--- config.mk ---
export PLATFORM = sky130hd
export DESIGN_NAME = dpa_collision_arbiter
export DESIGN_NICKNAME = d
export VERILOG_FILES = /design/src/rtl/dpa_pkg.sv /design/src/rtl/dpa_rst_sync.sv /design/src/rtl/dpa_port_track.sv /design/src/rtl/dpa_arb_core.sv /design/src/rtl/dpa_busy_gate.sv /design/src/rtl/dpa_collision_arbiter.sv
export SDC_FILE = /design/constraint.sdc
export NUM_CORES = 1
export LEC_CHECK = 0
export ABC_AREA = 0
export ABC_CLOCK_PERIOD_IN_PS = 4600
export BUFFER_PORTS_ARGS = -buffer_cell sky130_fd_sc_hd__buf_2
export CORE_MARGIN = 2
export CORE_UTILIZATION = 57
export CTS_BUF_LIST = sky130_fd_sc_hd__clkbuf_8
export CTS_CLUSTER_DIAMETER = 50
export CTS_CLUSTER_SIZE = 24
export DETAILED_ROUTE_END_ITERATION = 8
export GPL_TIMING_DRIVEN = 0
export PLACE_DENSITY_LB_ADDON = 0.15
export SYNTH_ARGS = -nofsm -noshare
export SYNTH_HDL_FRONTEND = slang
export SYNTH_SLANG_ARGS = --single-unit
export TNS_END_PERCENT = 50
--- constraint.sdc ---
create_clock -name clk -period 4.6 [get_ports clk]
set_clock_uncertainty 0.15 [all_clocks]
set_input_delay 0.69 -clock clk [delete_from_list [all_inputs] [get_ports clk]]
set_output_delay 0.69 -clock clk [all_outputs]
set_load 0.02 [all_outputs]
--- src/rtl/dpa_pkg.sv ---
package dpa_pkg;
  typedef enum logic [1:0] {
    OWN_NONE  = 2'd0,
    OWN_LEFT  = 2'd1,
    OWN_RIGHT = 2'd2
  } owner_e;

  localparam int unsigned NUM_PORTS = 2;
  localparam int unsigned LEFT_IDX  = 0;
  localparam int unsigned RIGHT_IDX = 1;
endpackage

--- src/rtl/dpa_rst_sync.sv ---
module dpa_rst_sync #(
  parameter int unsigned STAGES = 2
) (
  input  logic clk,
  input  logic arst_n,
  output logic rst_n_o
);
  logic [STAGES-1:0] sync_q;
  logic [STAGES-1:0] sync_d;

  always_comb begin
    sync_d = {sync_q[STAGES-2:0], 1'b1};
  end

  always_ff @(posedge clk or negedge arst_n) begin
    if (!arst_n) sync_q <= '0;
    else         sync_q <= sync_d;
  end

  assign rst_n_o = sync_q[STAGES-1];
endmodule

--- src/rtl/dpa_port_track.sv ---
// Samples one port's enable and address each edge and flags a cycle in
// which either differs from the previous sample (the port is "fresh").
module dpa_port_track #(
  parameter int unsigned ADDR_W = 13
) (
  input  logic              clk,
  input  logic              rst_n,
  input  logic              en_n,
  input  logic [ADDR_W-1:0] addr,
  output logic              fresh
);
  logic              en_n_q, en_n_d;
  logic [ADDR_W-1:0] addr_q, addr_d;
  logic              smp_en;

  always_comb begin
    en_n_d = en_n;
    addr_d = addr;
    fresh  = (en_n != en_n_q) || (addr != addr_q);
    smp_en = fresh;
  end

  always_ff @(posedge clk or negedge rst_n) begin
    if (!rst_n) begin
      en_n_q <= 1'b1;
      addr_q <= '0;
    end else if (smp_en) begin
      en_n_q <= en_n_d;
      addr_q <= addr_d;
    end
  end
endmodule

--- src/rtl/dpa_arb_core.sv ---
// Collision compare plus owner state. The grant is resolved in the same
// cycle the inputs present so that a write in the first colliding cycle
// is already gated.
module dpa_arb_core
  import dpa_pkg::*;
#(
  parameter int unsigned ADDR_W = 13
) (
  input  logic              clk,
  input  logic              rst_n,
  input  logic              l_en_n,
  input  logic [ADDR_W-1:0] l_addr,
  input  logic              l_fresh,
  input  logic              r_en_n,
  input  logic [ADDR_W-1:0] r_addr,
  input  logic              r_fresh,
  output owner_e            grant
);
  owner_e owner_q, owner_d;
  logic   collide;
  logic   keep_left, keep_right;
  logic   own_en;

  always_comb begin
    collide    = !l_en_n && !r_en_n && (l_addr == r_addr);
    keep_left  = (owner_q == OWN_LEFT)  && !l_fresh;
    keep_right = (owner_q == OWN_RIGHT) && !r_fresh;
    if (!collide)                   owner_d = OWN_NONE;
    else if (keep_left)             owner_d = OWN_LEFT;
    else if (keep_right)            owner_d = OWN_RIGHT;
    else if (l_fresh && !r_fresh)   owner_d = OWN_RIGHT;
    else                            owner_d = OWN_LEFT;
    own_en = (owner_d != owner_q);
    grant  = owner_d;
  end

  always_ff @(posedge clk or negedge rst_n) begin
    if (!rst_n)      owner_q <= OWN_NONE;
    else if (own_en) owner_q <= owner_d;
  end
endmodule

--- src/rtl/dpa_busy_gate.sv ---
// Per-port busy drive and write gating, selected by master/slave mode.
module dpa_busy_gate
  import dpa_pkg::*;
#(
  parameter int unsigned PORT_IDX = 0
) (
  input  logic   master_mode,
  input  owner_e grant,
  input  logic   we_n,
  input  logic   busy_in_n,
  output logic   busy_n,
  output logic   busy_oe,
  output logic   we_gated_n
);
  logic lost;

  generate
    if (PORT_IDX == LEFT_IDX) begin : g_left
      assign lost = (grant == OWN_RIGHT);
    end else begin : g_right
      assign lost = (grant == OWN_LEFT);
    end
  endgenerate

  always_comb begin
    busy_oe = master_mode;
    busy_n  = !(master_mode && lost);
    if (master_mode) we_gated_n = we_n || lost;
    else             we_gated_n = we_n || !busy_in_n;
  end
endmodule

--- src/rtl/dpa_collision_arbiter.sv ---
module dpa_collision_arbiter
  import dpa_pkg::*;
#(
  parameter int unsigned ADDR_W      = 13,
  parameter int unsigned SYNC_STAGES = 2
) (
  input  logic              clk,
  input  logic              rst_n,
  input  logic              master_mode,
  input  logic              left_en_n,
  input  logic [ADDR_W-1:0] left_addr,
  input  logic              left_we_n,
  input  logic              left_busy_in_n,
  output logic              left_busy_n,
  output logic              left_busy_oe,
  output logic              left_we_gated_n,
  input  logic              right_en_n,
  input  logic [ADDR_W-1:0] right_addr,
  input  logic              right_we_n,
  input  logic              right_busy_in_n,
  output logic              right_busy_n,
  output logic              right_busy_oe,
  output logic              right_we_gated_n
);
  logic              rst_int_n;
  logic              en_n_a   [NUM_PORTS];
  logic [ADDR_W-1:0] addr_a   [NUM_PORTS];
  logic              we_n_a   [NUM_PORTS];
  logic              bin_n_a  [NUM_PORTS];
  logic              fresh_a  [NUM_PORTS];
  logic              bout_n_a [NUM_PORTS];
  logic              boe_a    [NUM_PORTS];
  logic              weg_n_a  [NUM_PORTS];
  owner_e            grant;

  assign en_n_a[LEFT_IDX]   = left_en_n;
  assign en_n_a[RIGHT_IDX]  = right_en_n;
  assign addr_a[LEFT_IDX]   = left_addr;
  assign addr_a[RIGHT_IDX]  = right_addr;
  assign we_n_a[LEFT_IDX]   = left_we_n;
  assign we_n_a[RIGHT_IDX]  = right_we_n;
  assign bin_n_a[LEFT_IDX]  = left_busy_in_n;
  assign bin_n_a[RIGHT_IDX] = right_busy_in_n;

  dpa_rst_sync #(.STAGES(SYNC_STAGES)) rst_sync_i (
    .clk     (clk),
    .arst_n  (rst_n),
    .rst_n_o (rst_int_n)
  );

  generate
    for (genvar p = 0; p < NUM_PORTS; p++) begin : g_port
      dpa_port_track #(.ADDR_W(ADDR_W)) track_i (
        .clk   (clk),
        .rst_n (rst_int_n),
        .en_n  (en_n_a[p]),
        .addr  (addr_a[p]),
        .fresh (fresh_a[p])
      );
      dpa_busy_gate #(.PORT_IDX(p)) gate_i (
        .master_mode (master_mode),
        .grant       (grant),
        .we_n        (we_n_a[p]),
        .busy_in_n   (bin_n_a[p]),
        .busy_n      (bout_n_a[p]),
        .busy_oe     (boe_a[p]),
        .we_gated_n  (weg_n_a[p])
      );
    end
  endgenerate

  dpa_arb_core #(.ADDR_W(ADDR_W)) core_i (
    .clk     (clk),
    .rst_n   (rst_int_n),
    .l_en_n  (left_en_n),
    .l_addr  (left_addr),
    .l_fresh (fresh_a[LEFT_IDX]),
    .r_en_n  (right_en_n),
    .r_addr  (right_addr),
    .r_fresh (fresh_a[RIGHT_IDX]),
    .grant   (grant)
  );

  assign left_busy_n      = bout_n_a[LEFT_IDX];
  assign left_busy_oe     = boe_a[LEFT_IDX];
  assign left_we_gated_n  = weg_n_a[LEFT_IDX];
  assign right_busy_n     = bout_n_a[RIGHT_IDX];
  assign right_busy_oe    = boe_a[RIGHT_IDX];
  assign right_we_gated_n = weg_n_a[RIGHT_IDX];
endmodule

## Word level (Yosys, flattened, before mapping)

Cells that the tools add are included.

- Equal/unequal tests: 10
- Multiplexer cells: 6
- Reductions and logical operators: 21

Operators with widths:

| kind | number |
|---|---|
| $ne 13x13->1 | 2 |
| $eq 13x13->1 | 1 |
| $logic_not 1->1 | 8 |
| $mux 2 | 4 |
| $logic_and 1x1->1 | 7 |
| $logic_or 1x1->1 | 6 |
| $eq 2x1->1 const B | 2 |
| $eq 2x2->1 const B | 2 |
| $mux 1 | 2 |
| $ne 1x1->1 | 2 |
| $ne 2x2->1 | 1 |

- Bits in registers: 32
- Input bits: 35
- Output and inout bits: 6
- Word-level logic and storage cells: 43

## Depth between registers and ports, before layout

Gate-level depths: netlist of run 1.

- Depth in word-level cells: 11
- Depth in mapped cells: 5
- Depth with buffers taken out: 5

## Hierarchy

Synthesis of run 1 repeated with hierarchy kept, for this count alone.

- Cells, all modules: 136
- Area, all modules: 1,506.4 um^2

Modules (own cells, without submodules):

| module | instances | cells each | area each (um^2) |
|---|---|---|---|
| dpa_port_track | 2 | 47 | 555.5 |
| dpa_arb_core | 1 | 31 | 254.0 |
| dpa_busy_gate | 2 | 4 | 43.8 |
| dpa_rst_sync | 1 | 3 | 53.8 |

## Least setup slack after synthesis of run 1

OpenSTA, ideal clock, no wires.

- Path type: input -> output
- From: input left_addr[4]
- To: output right_we_gated_n
- Data arrival time: 1.916 ns
- Data required time: 3.760 ns
- Path slack: 1.844 ns
- Stages on the path: 5
- Path through: xor2_1 > a2111oi_4 > nand4_1 > o31a_1 > o21ai_1

- Cells in the longest elaborated chain, start to end: 10
- Elaborated cells on any way between the ends: 14
- Those cells by class: eq/ne (3); mux (5); reduce/logical (6)

RTL lines:

| what | RTL line | RTL |
|---|---|---|
| from (decl) | dpa_collision_arbiter.sv:11 | `input logic [ADDR_W-1:0] left_addr,` |
| $ne 13x13->1 | dpa_port_track.sv:19 | `fresh = (en_n != en_n_q) \|\| (addr != addr_q);` |
| $logic_or 1x1->1 | dpa_port_track.sv:19 |  |
| $logic_and 1x1->1 | dpa_arb_core.sv:31 | `else if (l_fresh && !r_fresh) owner_d = OWN_RIGHT;` |
| $mux 2 | dpa_arb_core.sv:31 |  |
| $mux 2 | dpa_arb_core.sv:30 | `else if (keep_right) owner_d = OWN_RIGHT;` |
| $mux 2 | dpa_arb_core.sv:29 | `else if (keep_left) owner_d = OWN_LEFT;` |
| $mux 2 (*) | dpa_arb_core.sv:28 | `if (!collide) owner_d = OWN_NONE;` |
| $eq 2x1->1 (*) | dpa_busy_gate.sv:21 | `assign lost = (grant == OWN_LEFT);` |
| $logic_or 1x1->1 (*) | dpa_busy_gate.sv:28 | `if (master_mode) we_gated_n = we_n \|\| lost;` |
| $mux 1 (*) | dpa_busy_gate.sv:28 |  |
| to (decl) | dpa_collision_arbiter.sv:23 | `output logic right_we_gated_n` |

Mark *: on every way between the ends. The rest lies on a longest branch, timed or not.

## Worst setup path after layout of run 1

- From: input left_addr[4]
- To: output left_we_gated_n

- Cells in the longest elaborated chain, start to end: 10
- Elaborated cells on any way between the ends: 14
- Those cells by class: eq/ne (3); mux (5); reduce/logical (6)

RTL lines:

| what | RTL line | RTL |
|---|---|---|
| $ne 13x13->1 | dpa_port_track.sv:19 |  |
| $logic_or 1x1->1 | dpa_port_track.sv:19 |  |
| $logic_and 1x1->1 | dpa_arb_core.sv:31 |  |
| $mux 2 | dpa_arb_core.sv:31 |  |
| $mux 2 | dpa_arb_core.sv:30 |  |
| $mux 2 | dpa_arb_core.sv:29 |  |
| $mux 2 (*) | dpa_arb_core.sv:28 |  |
| $eq 2x2->1 (*) | dpa_busy_gate.sv:19 | `assign lost = (grant == OWN_RIGHT);` |
| $logic_or 1x1->1 (*) | dpa_busy_gate.sv:28 |  |
| $mux 1 (*) | dpa_busy_gate.sv:28 |  |
| to (decl) | dpa_collision_arbiter.sv:16 | `output logic left_we_gated_n,` |

Marks and branches as above.

==> results of run 1 <==
## cells in the final DEF (no fill, tap or decap), types with 2 or more instances in the layout
master	Yosys	final
buf_2	0	40
xnor2_1	33	33
dfrtp_1	30	30
clkbuf_1	27	27
nand4_1	8	8
xor2_1	8	8
nor2_1	7	7
clkbuf_8	0	6
nand2_1	4	4
nor4_1	2	2
o21ai_1	2	2
buf_4	2	2
clkinv_2	0	2
dfstp_2	2	2
## power by group
group	switching [mW]	leakage, nW	total (mW)	internal, mW
Combinational	0.0383	0.339	0.0817	0.0434
Clock	0.101	0.0510	0.220	0.119
Sequential	0.0106	0.375	0.306	0.295
## worst min path at each step
stage	end	depth (start not counted)
2_1_floorplan	rst_sync_i.sync_q[1]$_DFF_PN0_	0
3_3_place_gp	rst_sync_i.sync_q[1]$_DFF_PN0_	0
3_5_place_dp	rst_sync_i.sync_q[1]$_DFF_PN0_	0
4_1_cts	rst_sync_i.sync_q[0]$_DFF_PN0_	1
5_1_grt	rst_sync_i.sync_q[1]$_DFF_PN0_	1
6_report	rst_sync_i.sync_q[0]$_DFF_PN0_	1
## logic make-up (layout without fill, tap and decap cells)
| family | Yosys count | after routing | synth area share |
|---|---|---|---|
| compound gates | 5 | 5 | 0.03629 |
| other cells | 1 | 1 | 0.002529 |
| simple gates | 25 | 25 | 0.08945 |
| flops | 32 | 32 | 0.5418 |
| buf+inv | 31 | 79 | 0.08776 |
| xor+xnor | 41 | 41 | 0.2422 |
## flip-flops by register name, summed over array words and instances, names as in the netlist
signal,flops
g_port.track_i.en_n_q,2
g_port.track_i.addr_q,26
core_i.owner_q,2
rst_sync_i.sync_q,2
## critical path, delay by kind of cell
family                    cells  cell delay (ps)
buffers and inverters         2              290
xor gates and xnor gates      1              190
and+or+nand+nor               1              180
AOI/OAI and AO/OA             3              870
## layout make-up
type,instances,area [um^2]
well taps,30,37.54
plain buffers,30,126.4
inverters,1,3.754
multi-input cells,72,549.3
repair buffers,40,200.2
clock inverters,2,10.01
flip-flops and latches,32,803.3
fillers,187,664.4
clock buffers,6,82.58
## layer usage
metal | vias up | share of wire | global-route usage
met3 | 0 | 0.072 | 0.1048
met1 | 485 | 0.43 | 0.2234
met2 | 37 | 0.50 | 0.3492
met5 | - | 0 | 0
met4 | 0 | 0 | 0.06098
li1 | 500 | - | -
## per-stage QoR
stage	power, mW	worst slack (ps)	util
2_1_floorplan	0.3578	1844	-
3_3_place_gp	0.3909	1620	0.6944
3_5_place_dp	0.3940	1572	0.6944
4_1_cts	0.6153	1568	0.7318
5_1_grt	0.6364	1513	0.7318
6_report	0.6082	1544	0.7318
==> metrics.csv, run 1 <==
metric;value;unit
status;finished clean;
tns;0;ps
critPathLaunch;left_addr[4];
ys_ff_latch;32;
rsz0062_at_grt;no;
ys_types;21;
crit_chain;buf_2 -> xor2_1 -> a2111oi_4 -> nand4_1 -> o31ai_1 -> o21ai_1 -> buf_2;
wirelength;2684;um
drtIter0Drc;7;
worst-path-max-fanout;3;
fin_area;1813;um^2
synthCells;135;
synth-main-ff-cell;dfrtp_1;
cts_root_buffer;clkbuf_8;
postCtsSetupRepairBufs;0;
timing.slew.headroom;0.2318;
synth_edf_count;0;
overflow;0;
post_synth.cell_area_avg;10.98;um^2
r2r-end;core_i.owner_q[1]$_DFFE_PN0P_;
placed_area;1720;um^2
dp.cells;205;
slew_violations;0;
cp.required;3760;ps
postRouteAntennaNets;0;
wire_per_inst;12.60;um
diodes;0;
cap_viol_max_count;0;
cts_max_level;2;
final_net_count;217;
synth_most_common_cell;xnor2_1;
critPathMaxStageDelay;420;ps
rows;18;
critPathLaunchType;input pin;
ir_drop;0.3280;mV
dpl.hpwl;2088;um
final_cells;213;
grt_pass1_vias;953;
ys_warn_count;0;
regToRegSetupSlack;2730;ps
netlist_area;1483;um^2
p_leak;0.7651;nW
grt_start_max_net_pins;31;
worst_hold_slack;25.07;ps
cts_tree;done;
die_y;55;um
ys_async_sr_fraction;1.000;
die_w;55;um
cp.arrival;2220;ps
yosysTopAreaCellShare;0.5063;
r2r-start;g_port[0].track_i.en_n_q$_DFFE_PN1N_;
synthTopCellsByArea;dfrtp_1, xnor2_1, clkbuf_1;
critical_path_class;in -> out;
io_pins;41;
postCtsHoldBufs;0;
firstDrtPassIters;6;
setup-violations-final;0;
post-route-drc-count;0;
ys_top_cells_by_count;xnor2_1, dfrtp_1, clkbuf_1, nand4_1, xor2_1;
drive_gt1_frac;0.2951;
avgViaCountPerCell;4.798;
syn2layout_area_growth;22.28;%
clock_sink_count;32;
port_buffers;40;
ys_seq_area_frac;0.5418;
dieArea;3025;um^2
min_period;3056;ps
grt_pass1_wl;4008;um
synth_top_cell_by_area;dfrtp_1;
cts_resized;0;
vias;1022;
r2r_cells;5;
crit_end;left_we_gated_n;
grt_antenna_before_repair;0;
clock.fmax;327.3;MHz
syn_nets;170;
grtUsageTotal;0.2053;
timing.final.crit_share;0.6643;
crit_path_top_delay_cell;o31ai_1;
core-area;2477;um^2
clkLatencyLatePin;280;ps
cp-end-kind;output pin;
clock_path_buffers;2;
cts_made_buffers;5;
crit_top_cell;buf_2;
clkTransAtPathRegs;60;ps
start_util;0.5985;
place.gp.congestion;0.7049;
hold_viol;0;
powerDensity;335.4;nW/um^2
min_path_type;in -> async;
tightest_slew;1152;ps
Note: power is estimated with default switching activity, not from simulation.
==> inputs of run 2 (changes only) <==
--- a/config.mk
+++ b/config.mk
@@ -6,10 +6,10 @@
 export NUM_CORES = 1
 export LEC_CHECK = 0
 export ABC_AREA = 0
-export ABC_CLOCK_PERIOD_IN_PS = 4600
+export ABC_CLOCK_PERIOD_IN_PS = 2900
 export BUFFER_PORTS_ARGS = -buffer_cell sky130_fd_sc_hd__buf_2
 export CORE_MARGIN = 2
-export CORE_UTILIZATION = 57
+export CORE_UTILIZATION = 53
 export CTS_BUF_LIST = sky130_fd_sc_hd__clkbuf_8
 export CTS_CLUSTER_DIAMETER = 50
 export CTS_CLUSTER_SIZE = 24
==> constraint.sdc (replaced) <==
create_clock -name clk -period 2.9 [get_ports clk]
set_clock_uncertainty 0.15 [all_clocks]
set_input_delay 0.435 -clock clk [delete_from_list [all_inputs] [get_ports clk]]
set_output_delay 0.435 -clock clk [all_outputs]
set_load 0.02 [all_outputs]
==> run 2 against run 1 <==
Via count rose by 1.6%. Global-route usage fell by 2.0 points. Sequential share of layout area fell by 0.36 points. Worst hold slack improved by 180 ps. Non-clock buffer count rose by 1. Power rose by 59%. Sequential power rose by 58%. Combinational power rose by 60%. Critical path depth fell by 1. Die area rose by 7.0%. Final cell count rose by 0.47%.
==> metrics.csv, run 2 (synthesized netlist as in run 1, its figures left out) <==
metric;value;unit
clock_sink_count;32;
diodes;0;
wirelength;2612;um
grt_pass1_vias;1093;
status;finished clean;
mostFrequentLayoutCells;buf_2, xnor2_1, dfrtp_1;
overflow;0;
rows;19;
cp.required;2320;ps
cts_root_buffer;clkbuf_8;
rsz0062_at_grt;no;
post-route-util;0.6745;
finalWorstSetupSlack;299.1;ps
dpl.hpwl;2121;um
syn2layout_area_growth;23.29;%
p_leak;0.7687;nW
cts_tree;done;
tightest_slew;1125;ps
powerDensity;529.5;nW/um^2
largest_register_ffs;26;
final_net_count;218;
timing.slew.headroom;0.2498;
tns;0;ps
firstDrtPassIters;4;
die_w;56.89;um
min_period;2601;ps
postRouteAntennaNets;0;
port_buffers;40;
grt_antenna_before_repair;0;
grt_pass1_wl;4478;um
die_y;56.89;um
ir_drop;0.5159;mV
slew_violations;0;
cp-end-kind;output pin;
pre_cts_slack;423.1;ps
final_cells;214;
avgViaCountPerCell;4.850;
cts_made_buffers;5;
clkTransAtPathRegs;60;ps
post-route-drc-count;0;
wire_per_inst;12.21;um
dp.cells;206;
grt_start_max_net_pins;31;
cap_viol_max_count;0;
fin_area;1828;um^2
cp.arrival;2020;ps
critical_path_class;reg -> out;
worst-path-max-fanout;3;
drtIter0Drc;25;
clock.fmax;384.5;MHz
dieArea;3236;um^2
largest-register;g_port.track_i.addr_q;
clock_path_buffers;2;
timing.final.crit_share;0.8969;
hold_viol;0;
clkLatencyLatePin;270;ps
layout_commonest_cell;buf_2;
io_pins;41;
cts_max_level;2;
core-area;2710;um^2
drive_gt1_frac;0.2896;
start_util;0.5471;
postCtsSetupRepairBufs;0;
grtUsageTotal;0.1855;
min_path_type;reg -> reg;
place.gp.congestion;0.7870;
worst_hold_slack;200.4;ps
vias;1038;
total_power;0.9680;mW
setup-violations-final;0;
placed_area;1722;um^2
critPathLaunchType;flop;
[run 2: changes by cell type in the layout (fill, tap and decap cells not counted), sizes merged]
cell         before  now
clkbuf           33   34
clkinv            2    0
dlygate4sd3       1    2
[run 2: layout make-up]
type,count,area [um^2]
plain buffers,30,126.4
clock buffers,7,96.34
fillers,236,882.1
inverters,1,3.754
multi-input cells,72,549.3
flip-flops and latches,32,803.3
well taps,31,38.79
repair buffers,41,210.2
[run 2: path summary, 6_finish.rpt]
kind                                                      startpoint  cells after the start  slack [ps]                                       end
worst max-delay path            g_port[0].track_i.en_n_q$_DFFE_PN1N_                      6         300                           left_we_gated_n
worst min-delay path                  rst_sync_i.sync_q[0]$_DFF_PN0_                      0         200            rst_sync_i.sync_q[1]$_DFF_PN0_
worst max register to register  g_port[0].track_i.en_n_q$_DFFE_PN1N_                      5        1060             core_i.owner_q[1]$_DFFE_PN0P_
worst min register to register        rst_sync_i.sync_q[0]$_DFF_PN0_                      0         200            rst_sync_i.sync_q[1]$_DFF_PN0_
max in group asynchronous             rst_sync_i.sync_q[1]$_DFF_PN0_                      0        1600  g_port[0].track_i.addr_q[12]$_DFFE_PN0N_
min in group asynchronous             rst_sync_i.sync_q[1]$_DFF_PN0_                      0         320   g_port[0].track_i.addr_q[2]$_DFFE_PN0N_
[run 2: worst max-delay path, stage by stage, from the launching register on]
cell and delay (ps):
dfstp_2 530, xor2_1 90, a2111oi_4 280, nand4_1 150
o31ai_1 400, o21ai_1 130, buf_2 170
[run 2: timing repair]
action	in CTS	in global routing
hold buffers	1	0
hold endpoints to repair	2	0
gates resized for setup	0	0
[run 2: power by group]
part | switching, mW | leakage [nW] | internal (mW)
combinational | 0.0609 | 0.343 | 0.0698
clock | 0.141 | 0.0503 | 0.211
sequential | 0.0164 | 0.375 | 0.469
[run 2: layer usage]
metal | GRT usage | wire length [um] | part of all wire | vias to the layer above
li1 | - | - | - | 505
met1 | 0.2094 | 1056 | 0.40 | 499
met2 | 0.3350 | 1409 | 0.54 | 29
met3 | 0.05069 | 117 | 0.045 | 5
met4 | 0.05980 | 30 | 0.011 | 0
met5 | 0 | 0 | 0 | -
